==> config.mk <==
export PLATFORM = sky130hd
export DESIGN_NAME = pl_hazard_ctrl
export DESIGN_NICKNAME = d
export VERILOG_FILES = /design/src/rtl/pl_hazard_pkg.sv /design/src/rtl/pl_hazard_classdec.sv /design/src/rtl/pl_hazard_seq.sv /design/src/rtl/pl_hazard_ctrl.sv
export SDC_FILE = /design/constraint.sdc
export NUM_CORES = 1
export LEC_CHECK = 0
export BUFFER_PORTS_ARGS = -buffer_cell sky130_fd_sc_hd__buf_2
export CORE_AREA = 2 2 39 41
export CTS_CLUSTER_DIAMETER = 40
export DETAILED_ROUTE_END_ITERATION = 12
export DIE_AREA = 0 0 41 43
export GPL_ROUTABILITY_DRIVEN = 0
export PLACE_DENSITY = 0.39
export SYNTH_ARGS = -nofsm -noshare
export SYNTH_HDL_FRONTEND = slang
export SYNTH_SLANG_ARGS = --single-unit
==> constraint.sdc <==
create_clock -name clk_i -period 0.85 [get_ports clk_i]
set_input_delay 0.0425 -clock clk_i [delete_from_list [all_inputs] [get_ports clk_i]]
set_output_delay 0.0425 -clock clk_i [all_outputs]
set_load 0.02 [all_outputs]
==> src/rtl/pl_hazard_pkg.sv <==
package pl_hazard_pkg;

    localparam int unsigned CLASS_W = 3;
    localparam int unsigned SEL_W   = 2;

    typedef enum logic [CLASS_W-1:0] {
        IC_ALU    = 3'd0,
        IC_CSR    = 3'd1,
        IC_LOAD   = 3'd2,
        IC_STORE  = 3'd3,
        IC_JUMP   = 3'd4,
        IC_BRANCH = 3'd5,
        IC_MULDIV = 3'd6,
        IC_FENCEI = 3'd7
    } iclass_e;

    typedef enum logic [SEL_W-1:0] {
        PCS_SEQ    = 2'd0,
        PCS_JUMP   = 2'd1,
        PCS_BRANCH = 2'd2
    } pcsel_e;

    typedef enum logic [1:0] {
        ST_FIRST      = 2'd0,
        ST_WAIT_MEM   = 2'd1,
        ST_BR_TARGET  = 2'd2,
        ST_WAIT_FETCH = 2'd3
    } ctl_state_e;

    typedef struct packed {
        logic plain;
        logic mem;
        logic jumpish;
        logic branch;
        logic muldiv;
    } class_flags_t;

    typedef struct packed {
        ctl_state_e state;
    } seq_state_t;

endpackage

==> src/rtl/pl_hazard_classdec.sv <==
module pl_hazard_classdec
    import pl_hazard_pkg::*;
(
    input  logic                valid_i,
    input  logic [CLASS_W-1:0]  class_i,
    output class_flags_t        flags_o
);

    iclass_e cls;

    always_comb begin
        cls     = iclass_e'(class_i);
        flags_o = '0;
        if (valid_i) begin
            unique case (cls)
                IC_ALU, IC_CSR:      flags_o.plain   = 1'b1;
                IC_LOAD, IC_STORE:   flags_o.mem     = 1'b1;
                IC_JUMP, IC_FENCEI:  flags_o.jumpish = 1'b1;
                IC_BRANCH:           flags_o.branch  = 1'b1;
                IC_MULDIV:           flags_o.muldiv  = 1'b1;
                default:             flags_o         = '0;
            endcase
        end
    end

endmodule

==> src/rtl/pl_hazard_seq.sv <==
module pl_hazard_seq
    import pl_hazard_pkg::*;
#(
    parameter bit BR_ADDER = 1'b0
) (
    input  logic          clk_i,
    input  logic          rst_ni,
    input  class_flags_t  flags_i,
    input  logic          taken_i,
    input  logic          mem_resp_i,
    input  logic          mdu_done_i,
    input  logic          fetch_valid_i,
    output logic          stall_o,
    output logic          redirect_o,
    output pcsel_e        sel_o
);

    seq_state_t q, d;
    logic       early_target;

    // Parameter picks where a taken branch issues its redirect.
    generate
        if (BR_ADDER) begin : g_tgt_adder
            assign early_target = 1'b1;
        end else begin : g_shared_alu
            assign early_target = 1'b0;
        end
    endgenerate

    always_comb begin
        d          = q;
        stall_o    = 1'b0;
        redirect_o = 1'b0;
        sel_o      = PCS_SEQ;
        unique case (q.state)
            ST_FIRST: begin
                if (flags_i.mem) begin
                    // first cycle always waits, response ignored here
                    stall_o = 1'b1;
                    d.state = ST_WAIT_MEM;
                end else if (flags_i.muldiv) begin
                    stall_o = !mdu_done_i;
                end else if (flags_i.jumpish) begin
                    stall_o    = 1'b1;
                    redirect_o = 1'b1;
                    sel_o      = PCS_JUMP;
                    d.state    = ST_WAIT_FETCH;
                end else if (flags_i.branch && taken_i) begin
                    stall_o = 1'b1;
                    if (early_target) begin
                        redirect_o = 1'b1;
                        sel_o      = PCS_BRANCH;
                        d.state    = ST_WAIT_FETCH;
                    end else begin
                        d.state = ST_BR_TARGET;
                    end
                end
            end
            ST_WAIT_MEM: begin
                stall_o = !mem_resp_i;
                if (mem_resp_i) d.state = ST_FIRST;
            end
            ST_BR_TARGET: begin
                stall_o    = 1'b1;
                redirect_o = 1'b1;
                sel_o      = PCS_BRANCH;
                d.state    = ST_WAIT_FETCH;
            end
            ST_WAIT_FETCH: begin
                stall_o = !fetch_valid_i;
                if (fetch_valid_i) d.state = ST_FIRST;
            end
            default: d.state = ST_FIRST;
        endcase
    end

    always_ff @(posedge clk_i or negedge rst_ni) begin
        if (!rst_ni) q <= '{state: ST_FIRST};
        else         q <= d;
    end

endmodule

==> src/rtl/pl_hazard_ctrl.sv <==
module pl_hazard_ctrl
    import pl_hazard_pkg::*;
#(
    parameter bit BR_ADDER = 1'b0
) (
    input  logic                clk_i,
    input  logic                rst_ni,
    input  logic                instr_valid_i,
    input  logic [CLASS_W-1:0]  instr_class_i,
    input  logic                branch_taken_i,
    input  logic                mem_resp_i,
    input  logic                mdu_done_i,
    input  logic                fetch_valid_i,
    output logic                stall_o,
    output logic                flush_o,
    output logic                pc_req_o,
    output logic [SEL_W-1:0]    pc_sel_o
);

    class_flags_t flags;
    logic         redirect;
    pcsel_e       sel;

    pl_hazard_classdec u_dec (
        .valid_i (instr_valid_i),
        .class_i (instr_class_i),
        .flags_o (flags)
    );

    pl_hazard_seq #(.BR_ADDER(BR_ADDER)) u_seq (
        .clk_i         (clk_i),
        .rst_ni        (rst_ni),
        .flags_i       (flags),
        .taken_i       (branch_taken_i),
        .mem_resp_i    (mem_resp_i),
        .mdu_done_i    (mdu_done_i),
        .fetch_valid_i (fetch_valid_i),
        .stall_o       (stall_o),
        .redirect_o    (redirect),
        .sel_o         (sel)
    );

    assign flush_o  = redirect;
    assign pc_req_o = redirect;
    assign pc_sel_o = sel;

endmodule

==> impl_results.md <==
* Met3 usage at about 1.6%
* Endpoint of the worst register-to-register path: u_seq.q[0]
* Sequential fraction of the synthesis area at 27.6%
* Origin of the critical flop-to-flop path: u_seq.q[0]
* Post-route cell area at around 500 µm²
* CP bufs+invs at 1
* RSZ-0062 raised after global routing: true
* Xor/xnor cell area share of the yosys netlist at 4.83%
* GRT busiest layer: met1
* Final Hold Viols at 0
* Post-synthesis simple-gate area fraction at 37.9%
* First-pass GRT wire length at 1000 µm
* Num ports at 15
* CP max-delay cell: dfrtp_2
* Nets at just under 70
* Post-synthesis compound-gate area fraction at between 20% and 30%
* Initial antenna violation count at 0
* Clock Latency Late Sink at approximately 220 ps
* DR vias/cell at 3.90
* Gr ovfl total at 0
* Chip Width at 41 µm
* Area growth syn-to-layout at 170%
* Setup CP Type: flip-flop to output port
* DR iter-0 viols at 0
* Clock sink count at 2
* Post-synthesis register bit count at 2
* Max reg flops at 2
* Tcrit/Tclk final at 140%
* Final setup viols at 7
* # port buffers at 14
* DIE AREA at about 1800 µm²
* Path length in cells of the critical path at 5
* Detailed-route via count at roughly 290
* Max_slew headroom at approximately 84%
* Worst Setup End Kind: output port
* Rows at 14
* Most frequent cells in the layout: buf_2 (9), buf_4 (9), buf_6 (7), nand2_1 (5), clkbuf_4 (3)
* Initial Utilization at a little over an eighth
* Post-Synth Adder-Cell Area at 0%
* Largest family of logic cells by synthesized area: simple AND/OR/NAND/NOR gates
* WL/cell at 8.30 µm
* Worst setup endpoint: stall_o
* DIE HEIGHT at between 40 and 50 µm
* Largest registers: u_seq.q x2
* Detail Placement HPWL at around 480 µm
* Syn nets at 38
* Area post-placement at approximately 360 µm²
* Gate family responsible for the most delay along the worst path: flip-flops
* Clk buf depth at 2
* Htree depth at 1
* Vias in the first global route at about 260
* Fraction of synthesized area in multiplexers at 0%
* Root buf cell: clkbuf_4
* Worst min path class: input port to asynchronous set/reset pin
* # diodes at 0
* CP cell instances: nor2_4, o21ai_2, a21oi_2, nor2_2, buf_6
* Worst setup path startpoint: u_seq.q[0]
* Fillers at ~140
* Register-to-Register Path Depth at 5
* Core area at ~1400 µm²
* Setup ws final at -336 ps
* Reg2Reg Setup Slack at -160 ps
* Leakage at 0.230 nW
* Total number of yosys warnings at 0
* Non-Filler Instances at 73
* Met1 Track Usage GR at about an eighth
* Clk slew on worst S/H paths at 30 ps
* # placed instances at 65
* Crit path max fanout at 4
* Tot Pwr at about 1.5 mW
* Req. time, crit path at about 800 ps
* CTS tree: done
* Status: finished with violations
* Final core occ at 35.4%
* Final Max Tran Viols at 0
* Tightest Pin Transition at about 240 ps
* F_max at 843 MHz
* Post-Route Skew at ~8.5 ps
* Routed Wire Length at between 600 and 700 µm
* Largest net degree at the start of global routing at 5
* GRT Util Overall at between 8 and 9%
* PwrDens at roughly 3000 nW/µm²
* Crit path DAT at 1140 ps
* GRT met2 Usage at between 10% and 20%
* Minimum clock period at approximately 1200 ps
* Maximum VDD drop at 1.02 mV
* Dpl ws at -177 ps
* Detail Route Antenna Nets at 0
* Syn_area_per_cell at 6.48 µm²
* Multi-input gate area in the final layout at 183 µm²
* Violated checks: negative setup slack
* Total CTS buffers at 3
* Mapped Area at 181 µm²
* Maxcap violations at 0
* Most flops, register: u_seq.q
* Share of cells above drive strength 1 at 71.9%
* First-pass iteration count of the detailed router at 1
* # DRC at 0
* Post-Syn Instances at 28
* Max incr delay on CP at roughly 440 ps
* Yosys cell types at 14
* Crit path launch type: flip-flop
* FF/Latch Area at slightly above 50 µm²
[kinds of logic after synthesis]
logic type	Yosys count
AO/OA/AOI/OAI	7
XOR/XNOR	1
buffers and inverters	3
flip-flops	2
AND/OR/NAND/NOR	15
[layout make-up]
cell class,instances,share of cell area (%)
timing repair buffer,26,41.2
multi-input combinational,23,37.3
sequential,2,10.5
clock buffer,4,5.37
tap,16,4.09
inverter,2,1.53
[repair_timing]
action / 4_1_cts / 5_1_grt
endpoints found under the hold margin: 2 / 0
gates resized for setup: 12 / 8
hold buffers: 1 / 0
endpoints found under the setup margin: 7 / 7
buffers inserted: 3 / 0
pin swaps: 3 / 4
[routing by layer]
layer	up-vias	part of all wire (%)
met4	0	0
li1	151	-
met2	14	48
met3	0	7.9
met5	-	0
met1	120	44
[through the flow]
step                      setup TNS, ps  hold slack [ps]
after floorplan                    -204             -253
after global placement             -840             -170
after detailed placement           -807             -170
after CTS                         -1690              138
after global routing              -2030              139
final                             -1660              136
[Yosys cell counts (all sizes together)]
master,n,area share (%)
buf,1,4.1
inv,2,4.1
nand2b,1,3.5
nand2,5,10
o21ai,2,5.5
nor3,1,2.8
nor2b,2,6.9
a21oi,4,11
xnor2,1,4.8
dfrtp,2,28
or3,1,3.5
a22o,1,4.8
nand3,1,2.8
nor2,4,8.3
[worst reg2reg max path, delay by kind of cell (launching register included)]
family / cells / cell delay, ps
buffers and inverters: 3 / 360
AND/OR/NAND/NOR: 1 / 60
AO/OA/AOI/OAI: 1 / 110
flip-flops: 1 / 410
[where the power goes]
group          internal (mW)  switching, mW
clock network          0.174         0.0511
logic                  0.558          0.473
registers              0.147         0.0750
[worst min path at each step]
stage	start	to	slack [ps]	cells after the start
final	rst_ni	u_seq.q[0]	140	2
after global routing	rst_ni	u_seq.q[0]	140	2
after CTS	rst_ni	u_seq.q[0]	140	2
after detailed placement	rst_ni	u_seq.q[1]	-170	1
after global placement	rst_ni	u_seq.q[1]	-170	1
after floorplan	rst_ni	u_seq.q[0]	-250	0
Note: power is estimated with default switching activity, not from simulation.
